File: config.mk
export PLATFORM = sky130hd
export DESIGN_NAME = rdo_framer
export DESIGN_NICKNAME = d
export VERILOG_FILES = /design/src/rtl/rdo_pkg.sv /design/src/rtl/rdo_cmd_tracker.sv /design/src/rtl/rdo_snapshot.sv /design/src/rtl/rdo_word_sel.sv /design/src/rtl/rdo_framer.sv
export SDC_FILE = /design/constraint.sdc
export NUM_CORES = 1
export LEC_CHECK = 0
export BUFFER_PORTS_ARGS = -buffer_cell sky130_fd_sc_hd__buf_2
export CORE_MARGIN = 1.5
export CORE_UTILIZATION = 45
export CTS_BUF_LIST = sky130_fd_sc_hd__clkbuf_8
export CTS_CLUSTER_DIAMETER = 60
export DETAILED_ROUTE_END_ITERATION = 8
export PLACE_DENSITY = 0.83
export SLEW_MARGIN = 25
export SYNTH_ARGS = -nofsm -noshare
export SYNTH_HDL_FRONTEND = slang
export SYNTH_HIERARCHICAL = 1
export SYNTH_SLANG_ARGS = --single-unit
File: constraint.sdc
create_clock -name clk -period 3.4 [get_ports clk]
set_input_delay 0.34 -clock clk [delete_from_list [all_inputs] [get_ports clk]]
set_output_delay 0.34 -clock clk [all_outputs]
set_load 0.01 [all_outputs]
File: src/rtl/rdo_pkg.sv
package rdo_pkg;

    localparam int WORD_W    = 16;
    localparam int HDR_WORDS = 2;
    localparam int AUX_WORDS = 4;
    localparam int TRL_WORDS = 2;
    localparam int EVT_W     = 8;
    localparam int IO_W      = 17;

    typedef logic [WORD_W-1:0] word_t;

    // Packed so that the first member is the highest bit: maps to trailer bits 13..10
    typedef struct packed {
        logic xfer_in_xfer;
        logic cap_in_xfer;
        logic xfer_no_cap;
        logic cap_twice;
    } proto_err_t;

endpackage

File: src/rtl/rdo_cmd_tracker.sv
module rdo_cmd_tracker
    import rdo_pkg::*;
#(
    parameter int TOTAL = 40,
    parameter int IDX_W = $clog2(TOTAL)
) (
    input  logic             clk,
    input  logic             rst_n,
    input  logic             cap_i,
    input  logic             xfer_i,
    output logic             latch_o,
    output logic             active_o,
    output logic [IDX_W-1:0] idx_o,
    output logic             last_o,
    output logic             captured_o,
    output proto_err_t       err_o
);

    localparam logic [IDX_W-1:0] LAST_IDX = IDX_W'(TOTAL - 1);

    typedef struct packed {
        logic             act;
        logic [IDX_W-1:0] idx;
        logic             cap;
        proto_err_t       err;
    } trk_t;

    trk_t       st_d, st_q;
    proto_err_t new_err;
    logic       done;
    logic       latch;

    always_comb begin
        st_d    = st_q;
        new_err = '0;
        latch   = 1'b0;
        done    = st_q.act && (st_q.idx == LAST_IDX);
        if (st_q.act) begin
            // any command while streaming is ignored and only flagged
            new_err.cap_in_xfer  = cap_i;
            new_err.xfer_in_xfer = xfer_i;
            if (done) begin
                st_d.act = 1'b0;
                st_d.idx = '0;
                st_d.cap = 1'b0;
                st_d.err = new_err;
            end else begin
                st_d.idx = st_q.idx + 1'b1;
                st_d.err = st_q.err | new_err;
            end
        end else begin
            if (cap_i) begin
                latch             = 1'b1;
                new_err.cap_twice = st_q.cap;
                st_d.cap          = 1'b1;
            end
            if (xfer_i) begin
                st_d.act            = 1'b1;
                st_d.idx            = '0;
                new_err.xfer_no_cap = !st_q.cap && !cap_i;
            end
            st_d.err = st_q.err | new_err;
        end
    end

    always_ff @(posedge clk or negedge rst_n) begin
        if (!rst_n) begin
            st_q <= '0;
        end else begin
            st_q <= st_d;
        end
    end

    assign latch_o    = latch;
    assign active_o   = st_q.act;
    assign idx_o      = st_q.idx;
    assign last_o     = done;
    assign captured_o = st_q.cap;
    assign err_o      = st_q.err;

    logic [3:0] err_bits;
    assign err_bits = st_q.err;

    AST_IDX_IN_RANGE: assert property (@(posedge clk) disable iff (!rst_n)
        st_q.act |-> (st_q.idx <= LAST_IDX));
    AST_RUN_ADVANCES: assert property (@(posedge clk) disable iff (!rst_n)
        (st_q.act && !done) |=> (st_q.act && st_q.idx == $past(st_q.idx) + 1'b1));
    AST_RUN_ENDS: assert property (@(posedge clk) disable iff (!rst_n)
        done |=> !st_q.act);
    AST_FLAGS_STICKY: assert property (@(posedge clk) disable iff (!rst_n)
        !done |=> ((err_bits & $past(err_bits)) == $past(err_bits)));
    AST_PENDING_CLEARED: assert property (@(posedge clk) disable iff (!rst_n)
        done |=> !st_q.cap);
    AST_NOCAP_FLAGGED: assert property (@(posedge clk) disable iff (!rst_n)
        (!st_q.act && xfer_i && !cap_i && !st_q.cap) |=> st_q.err.xfer_no_cap);
    AST_BUSY_CAP_FLAGGED: assert property (@(posedge clk) disable iff (!rst_n)
        (st_q.act && !done && cap_i) |=> st_q.err.cap_in_xfer);

endmodule

File: src/rtl/rdo_snapshot.sv
module rdo_snapshot
    import rdo_pkg::*;
#(
    parameter int NDATA = 32,
    parameter int SRC_W = NDATA * WORD_W
) (
    input  logic             clk,
    input  logic             rst_n,
    input  logic             load_i,
    input  logic [EVT_W-1:0] evt_i,
    input  logic [IO_W-1:0]  brd_i,
    input  logic [IO_W-1:0]  bp_i,
    input  logic [SRC_W-1:0] src_i,
    output logic [EVT_W-1:0] evt_o,
    output logic [IO_W-1:0]  brd_o,
    output logic [IO_W-1:0]  bp_o,
    output logic [SRC_W-1:0] src_o
);

    typedef struct packed {
        logic [EVT_W-1:0] evt;
        logic [IO_W-1:0]  brd;
        logic [IO_W-1:0]  bp;
        logic [SRC_W-1:0] src;
    } snap_t;

    snap_t snap_d, snap_q;

    always_comb begin
        snap_d = snap_q;
        if (load_i) begin
            snap_d.evt = evt_i;
            snap_d.brd = brd_i;
            snap_d.bp  = bp_i;
            snap_d.src = src_i;
        end
    end

    always_ff @(posedge clk or negedge rst_n) begin
        if (!rst_n) begin
            snap_q <= '0;
        end else begin
            snap_q <= snap_d;
        end
    end

    assign evt_o = snap_q.evt;
    assign brd_o = snap_q.brd;
    assign bp_o  = snap_q.bp;
    assign src_o = snap_q.src;

endmodule

File: src/rtl/rdo_word_sel.sv
module rdo_word_sel
    import rdo_pkg::*;
#(
    parameter int NDATA = 32,
    parameter int IDX_W = 6,
    parameter int SRC_W = NDATA * WORD_W
) (
    input  logic [IDX_W-1:0] idx_i,
    input  logic [EVT_W-1:0] evt_i,
    input  logic [7:0]       card_id_i,
    input  word_t            ver_word_i,
    input  word_t            trl0_word_i,
    input  logic [IO_W-1:0]  brd_i,
    input  logic [IO_W-1:0]  bp_i,
    input  logic [SRC_W-1:0] src_i,
    input  logic             active_i,
    input  logic             captured_i,
    input  proto_err_t       err_i,
    output word_t            word_o
);

    localparam int DATA_BASE = HDR_WORDS;
    localparam int AUX_BASE  = DATA_BASE + NDATA;
    localparam int TRL_BASE  = AUX_BASE + AUX_WORDS;

    always_comb begin
        int unsigned pos;
        pos    = 32'(idx_i);
        word_o = '0;
        if (pos == 0) begin
            word_o = {evt_i, card_id_i};
        end else if (pos < DATA_BASE) begin
            word_o = ver_word_i;
        end else if (pos < AUX_BASE) begin
            word_o = src_i[(pos - DATA_BASE) * WORD_W +: WORD_W];
        end else if (pos < TRL_BASE) begin
            case (pos - AUX_BASE)
                0:       word_o = brd_i[WORD_W-1:0];
                1:       word_o = {{(WORD_W-1){1'b0}}, brd_i[IO_W-1]};
                2:       word_o = bp_i[WORD_W-1:0];
                default: word_o = {{(WORD_W-1){1'b0}}, bp_i[IO_W-1]};
            endcase
        end else if (pos == TRL_BASE) begin
            word_o = trl0_word_i;
        end else begin
            word_o = {2'b00, err_i, active_i, captured_i, evt_i};
        end
    end

endmodule

File: src/rtl/rdo_framer.sv
module rdo_framer
    import rdo_pkg::*;
#(
    parameter int NSRC        = 16,
    parameter int WPS         = 2,
    parameter int USE_ALT_VER = 1
) (
    input  logic                            clk,
    input  logic                            rst_n,
    input  logic                            cap_i,
    input  logic                            xfer_i,
    input  logic [7:0]                      evt_num_i,
    input  logic                            id_master_i,
    input  logic [1:0]                      id_pos_i,
    input  logic [4:0]                      id_slot_i,
    input  logic [7:0]                      ver_i,
    input  logic [7:0]                      rev_i,
    input  logic [7:0]                      alt_ver_i,
    input  logic [7:0]                      alt_rev_i,
    input  logic [16:0]                     brd_io_i,
    input  logic [16:0]                     bp_io_i,
    input  logic [NSRC*WPS*16-1:0]          src_words_i,
    output logic [15:0]                     out_word_o,
    output logic                            out_valid_o,
    output logic                            out_last_o
);

    localparam int NDATA = NSRC * WPS;
    localparam int SRC_W = NDATA * WORD_W;
    localparam int TOTAL = HDR_WORDS + NDATA + AUX_WORDS + TRL_WORDS;
    localparam int IDX_W = $clog2(TOTAL);

    logic             latch;
    logic             active;
    logic [IDX_W-1:0] idx;
    logic             last;
    logic             captured;
    proto_err_t       err;
    logic [EVT_W-1:0] evt_q;
    logic [IO_W-1:0]  brd_q, bp_q;
    logic [SRC_W-1:0] src_q;
    word_t            trl0_word;
    word_t            sel_word;

    rdo_cmd_tracker #(.TOTAL(TOTAL), .IDX_W(IDX_W)) u_trk (
        .clk        (clk),
        .rst_n      (rst_n),
        .cap_i      (cap_i),
        .xfer_i     (xfer_i),
        .latch_o    (latch),
        .active_o   (active),
        .idx_o      (idx),
        .last_o     (last),
        .captured_o (captured),
        .err_o      (err)
    );

    rdo_snapshot #(.NDATA(NDATA), .SRC_W(SRC_W)) u_snap (
        .clk    (clk),
        .rst_n  (rst_n),
        .load_i (latch),
        .evt_i  (evt_num_i),
        .brd_i  (brd_io_i),
        .bp_i   (bp_io_i),
        .src_i  (src_words_i),
        .evt_o  (evt_q),
        .brd_o  (brd_q),
        .bp_o   (bp_q),
        .src_o  (src_q)
    );

    generate
        if (USE_ALT_VER != 0) begin : g_alt_ver
            assign trl0_word = {alt_ver_i, alt_rev_i};
        end else begin : g_no_alt_ver
            assign trl0_word = '0;
        end
    endgenerate

    rdo_word_sel #(.NDATA(NDATA), .IDX_W(IDX_W), .SRC_W(SRC_W)) u_sel (
        .idx_i       (idx),
        .evt_i       (evt_q),
        .card_id_i   ({id_master_i, id_pos_i, id_slot_i}),
        .ver_word_i  ({ver_i, rev_i}),
        .trl0_word_i (trl0_word),
        .brd_i       (brd_q),
        .bp_i        (bp_q),
        .src_i       (src_q),
        .active_i    (active),
        .captured_i  (captured),
        .err_i       (err),
        .word_o      (sel_word)
    );

    assign out_word_o  = active ? sel_word : '0;
    assign out_valid_o = active;
    assign out_last_o  = last;

    AST_LAST_WITH_VALID: assert property (@(posedge clk) disable iff (!rst_n)
        out_last_o |-> out_valid_o);
    AST_SNAPSHOT_FROZEN: assert property (@(posedge clk) disable iff (!rst_n)
        (out_valid_o && !out_last_o) |=> ($stable(evt_q) && $stable(src_q)));
    AST_IDLE_QUIET: assert property (@(posedge clk) disable iff (!rst_n)
        !out_valid_o |-> (!out_last_o && out_word_o == '0));

endmodule

* Yosys cells after proc, flatten, opt, wreduce, memory -nomap -nowiden
Index checks and enable logic that the tools add are counted.
** Storage, ports and cells
- Flip-flop bits (word level) :: 566
- Input port bits :: 598
- Output and inout port bits :: 18
** Cells by class
- Multiplexer cells :: 20
- Bitwise logic cells :: 2
- $lt $le $gt $ge :: 3
- Equal/unequal tests :: 5
- Add/sub/neg operators :: 3
- Reduce and logical (&&, ||, !) cells :: 9
- Shift operators :: 1
** Operators with widths (number)
- 512-bit by 33-bit variable part select with 16-bit output :: 1
- 16-bit two-way mux :: 6
- 16-bit one-hot mux with 3 select lines :: 1
- 32-bit by 1-bit equality test with 1-bit output (second input constant) :: 1
- 32-bit by 2-bit equality test with 1-bit output (second input constant) :: 1
- 32-bit zero test :: 1
- 6-bit equality test (second input constant) :: 2
- 6-bit less-than comparator (second input constant) :: 2
- 12-bit two-way mux :: 1
- 1-bit two-way mux :: 9
- 7-bit two-way mux :: 1
- 6-bit by 2-bit subtractor with 7-bit output (second input constant) :: 1
- 6-bit by 6-bit subtractor with 7-bit output (second input constant) :: 1
- 6-bit by 1-bit adder with 6-bit output (second input constant) :: 1
- 6-bit zero test :: 1
- 6-bit by 2-bit less-than comparator with 1-bit output (second input constant) :: 1
- 6-bit two-way mux :: 1
- 4-bit two-way mux :: 1
- 4-bit by 2-bit bitwise OR with 4-bit output :: 1
- 4-bit bitwise OR :: 1
- 2-bit nonzero test :: 2
- 1-bit logical AND :: 2
- 1-bit zero test :: 2
- 2-bit != test (second input constant) :: 1
- 2-bit AND reduction :: 1

* Logic depth before layout (Yosys ltp)
- Depth in word-level cells :: 8
- Depth in mapped cells :: 13

* Hierarchy
Netlist, hierarchy kept.
** Modules (own cells, without submodules)
- rdo_snapshot :: cells an instance 1170, area each 20787.4 µm², sequential area each 13863.3 µm², times used 1
- rdo_word_sel :: cells an instance 467, area each 5226.3 µm², sequential area each 0.0 µm², times used 1
- rdo_cmd_tracker :: cells an instance 52, area each 549.3 µm², sequential area each 300.3 µm², times used 1
- rdo_framer :: cells an instance 17, area each 126.4 µm², sequential area each 0.0 µm², times used 1

* Worst setup path after synthesis
OpenSTA, ideal clock, no wires.
- Kind :: register to output
- Start point :: register u_trk.st_q, in the netlist u_trk/idx_o[1]
- End point :: output out_word_o[0]
- Cell stages (with the launch flop) :: 14
- Arrival time :: 3153 ps
- Required time :: 3060 ps
- Setup slack :: -93 ps
- Path through :: dfrtp_1 > buf_2 > buf_2 > inv_1 > clkbuf_1 > ha_1 > buf_2 > clkbuf_1 > mux4_2 > mux2i_1 > nor3_1 > a2111oi_2 > o211ai_1 > and2_2
** Between the ends
- Longest elaborated chain between the ends :: 8
- Elaborated cells on any way between the ends :: 18
** RTL lines
- start, declared :: line rdo_cmd_tracker.sv:28 : trk_t st_d, st_q;
- start signal, assigned :: line rdo_cmd_tracker.sv:70 : st_q <= st_d;
- parallel branches: the longest is 6 deep, another holds 6-bit by 2-bit subtractor with 7-bit output
- 16-bit two-way mux (*) :: line rdo_word_sel.sv:30 : if (pos == 0) begin
- net sel_word[0] :: line rdo_framer.sv:43 : word_t sel_word;
- 16-bit two-way mux (*) :: line rdo_framer.sv:95 : assign out_word_o = active ? sel_word : '0;
- end, declared :: line rdo_framer.sv:23 : output logic [15:0] out_word_o,
Mark *: on every way through the listed nets, which the timed path passes.

* Worst setup path after layout
- Start point :: register u_trk.st_q, in the netlist u_trk/idx_o[0]
- End point :: output out_word_o[8]
Same word-level chain as after synthesis.

==> out/results.tsv <==
stage	metric	value	unit
outcome	status	complete, but fails checks	
outcome	violated checks	setup timing	
global_routing	initial antenna violation count	36	
sta	worst slew pin tran	0.8774	ns
worst_setup_path	CP Capture Type	primary output	
floorplan	chip width	246.5	um
floorplan	die area	0.06078	mm2
worst_setup_path	kind of critical path	reg2out	
power_and_ir_drop	PwrDens	387.5	mW/mm2
routing	DRT Wirelength	106.8	mm
place	HPWL Detailed	63.15	mm
synth	top_reg_cell synth	dfrtp_1	
floorplan	DIE HEIGHT	246.5	um
sta	Final Setup Violations	16	
sta	relative slew slack	41.51	%
final_layout	layout cells sized above 1	55.77	%
sta	post-layout min period	3.643	ns
floorplan	Initial Util	45.39	%
routing	drt via density	5.697	
final_layout	fillers	3704	
final_layout	Post-layout nets	3580	
routing	routed len/inst	27.73	um
clock_tree	CTS clk-pin slew, worst paths	0.06	ns
global_routing	vias in the first global route	24500	
synth	post-synthesis sequential area ratio	53.07	%
routing	Pre-antenna DRT Iters	5	
clock_tree	total clock sinks	566	
sta	Final Cycle Share	107.2	%
sta	RSZ-0062 raised after global routing	yes	
final_layout	footprint of the multi-input gates	0.01236	mm2
synth	Yosys cell types	57	
clock_tree	CTS Buffer Depth	3	
worst_setup_path	startpoint types	flip-flop	
global_routing	largest net degree at the start of global routing	131	
clock_tree	TritonCTS clock tree	built	
worst_setup_path	WP data required	3.06	ns
worst_setup_path	CP max FO	8	
synth	Post-synth EDFFs	0	
synth	Syn Area/Cell	15.64	um2
place	buffers added on ports	615	
synth	Syn Nets	2306	
global_routing	total gr overflow	0	
power_and_ir_drop	worst vdd ir	368.5	uV
sta	Final WS setup	-0.2431	ns
floorplan	IO Count	616	
clock_tree	H-Tree Depth	3	
place	placed cell area	0.03074	mm2
clock_tree	Clk Latency, worst-skew pair	0.70	ns
global_routing	global-route usage over all layers	34.67	%
sta	Setup Skew	0.02875	ns
sta	final hold vios	0	
synth	post-synthesis register bit count	566	
routing	remaining antenna violation count after routing	0	
final_layout	Finished Cell Area	0.03987	mm2
sta	max-slew violation count	0	
global_routing	first-pass GRT wire length	154.1	mm
worst_setup_path	Register-to-Register Setup Slack	1.14	ns
sta	FMAX	274.5	MHz
floorplan	core area	0.05880	mm2
routing	residual DRC count	0	
clock_tree	CTS buffer count	97	
power_and_ir_drop	Leak	0.01859	uW
worst_setup_path	launching point of the worst reg2reg path	u_trk/active_o	
worst_hold_path	worst min path class	in2async	
final_layout	sequential cell area	0.01417	mm2
floorplan	row count	89	
worst_setup_path	WP data arrival	3.30	ns
final_layout	final core utilization	67.81	%
synth	synth warn	6	
synth	post-synthesis cell area	0.02669	mm2
worst_setup_path	reg2reg end	u_snap/src_o[20]	
final_layout	Layout area overhead	49.38	%
synth	post-synthesis cell count	1706	
routing	DRT iter0 DRCs	1739	
synth	Async S/R FF share, synth	100.0	%
place	RD Place Congestion	0.9346	
worst_setup_path	worst-case reg-to-reg path depth	4	
clock_tree	Clock Root Buffer	clkbuf_8	
flow_run	max_cap viols	0	
routing	via total after detailed routing	21950	
[power by group]
part           switching, uW  internal [uW]
logic                    711           1130
registers                235           7070
clock network           3050           3250
total                   3990          11500
[cell usage in the layout, fill, tap and decap left out, types with 6 or more instances in the layout]
cell           synthesis  routed
buf_2                 40     603
dfrtp_1              566     562
dlygate4sd3_1          0     557
mux2_2               524     506
mux4_2               128     128
clkbuf_8               0     116
mux2_4                60      78
buf_4                 51      74
inv_1                  4      34
nand2_1               40      32
diode_2                0      31
buf_12                 0      29
buf_6                 16      21
o21ai_0               20      19
mux2i_1               19      18
nor2b_1               19      16
a211o_1               16      16
a22oi_1               14      14
nor3_1                22      13
a211oi_2               1      13
and2_4                 0      12
clkinv_2               0      11
o22ai_1               30      11
o22ai_2                0      11
nor2_1                10      10
a311oi_2               0      10
buf_16                 0       8
o22ai_4                0       8
nand2_2                0       7
a22o_1                 6       6
[metrics by stage]
stage / instances / setup slack (ns) / power, uW / hold WS [ns] / setup TNS (ns)
floorplan: 1706 / 0.05316 / 7792 / 0.04441 / 0
global placement: 3040 / 0.2112 / 8520 / 0.4438 / 0
detailed placement: 3040 / 0.2261 / 8584 / 0.4505 / 0
CTS: 3813 / -0.2805 / 15260 / 0.2911 / -3.707
global route: 3845 / -0.3445 / 15950 / 0.3280 / -4.819
finish: 3852 / -0.2431 / 15450 / 0.2608 / -3.175
[per-layer routing]
layer	track usage (%)	up-vias	routed length, um
met3	7.952	409	7864
li1	-	9030	-
met2	58.82	1308	53850
met4	23.08	24	7559
met1	39.05	11170	37390
met5	0	-	157
[worst max-delay path by stage]
stage | to | depth (start not counted) | start | slack [ns]
floorplan | out_word_o[15] | 13 | u_trk/idx_o[1] | 0.05
global placement | out_word_o[15] | 10 | u_trk/idx_o[0] | 0.21
detailed placement | out_word_o[15] | 10 | u_trk/idx_o[0] | 0.23
CTS | out_word_o[0] | 10 | u_trk/idx_o[1] | -0.28
global route | out_word_o[1] | 12 | u_trk/idx_o[1] | -0.34
finish | out_word_o[8] | 11 | u_trk/idx_o[0] | -0.24
[cell families after synthesis]
logic type	share of synthesized area, %
xor+xnor	0.09847
compound gates	3.891
flops	53.07
buf+inv	3.197
fa+ha+maj	0.09375
mux	37.00
simple gates	2.653
[state kept, by name, summed over array words and instances, names as in the netlist]
| name | flops |
|---|---|
| u_snap/evt_o | 8 |
| u_trk/active_o | 1 |
| u_trk/idx_o | 6 |
| u_snap/src_o | 512 |
| u_snap/brd_o | 17 |
| u_trk/err_o | 4 |
| u_trk/captured_o | 1 |
| u_snap/bp_o | 17 |
[layout make-up]
class / instances / share of cell area, %
sequential: 566 / 35.55
multi-input combinational: 1009 / 31.01
timing repair buffer: 1300 / 26.01
clock buffer: 116 / 4.004
tap: 773 / 2.426
clock inverter: 51 / 0.7500
antenna: 31 / 0.1946
inverter: 6 / 0.06276
[synth_stat cells, types with 3 or more instances]
library cell / count / area, um2
dfrtp_1: 566 / 14160
mux2_2: 524 / 5901
a21oi_1: 5 / 25.02
nor2_1: 10 / 37.54
and2_1: 6 / 37.54
a311oi_1: 15 / 131.4
o21ai_1: 3 / 15.01
and2_2: 12 / 90.09
a211oi_1: 16 / 120.1
mux2_4: 60 / 900.9
or3_1: 3 / 18.77
nand2_1: 40 / 150.1
clkbuf_1: 16 / 60.06
buf_6: 16 / 180.2
mux2i_1: 19 / 190.2
nand3_1: 3 / 15.01
buf_4: 51 / 382.9
o22ai_1: 30 / 187.7
o21a_1: 3 / 22.52
a211o_1: 16 / 140.1
nor2b_1: 19 / 118.9
a22o_1: 6 / 52.55
mux4_2: 128 / 2883
o21ai_0: 20 / 100.1
inv_1: 4 / 15.01
buf_2: 40 / 200.2
a22oi_1: 14 / 105.1
nor3_1: 22 / 110.1
[repair_timing]
action / CTS / global route
endpoints found under the setup margin: 16 / 16
pin swaps: 22 / 10
gates resized for setup: 159 / 27
hold buffers: 557 / 0
endpoints found under the hold margin: 639 / 0
setup buffers: 44 / 9
gates cloned: 8 / 1
[critical path, cell delays in order (launching register included)]
cell,delay [ns]
dfrtp_4,0.51
buf_12,0.15
buf_16,0.15
buf_12,0.15
buf_4,0.13
mux4_2,0.47
mux2_4,0.31
o22ai_2,0.14
nor3_1,0.07
a211o_1,0.24
and2_4,0.16
buf_6,0.12
(Power assumes the default switching activity.)
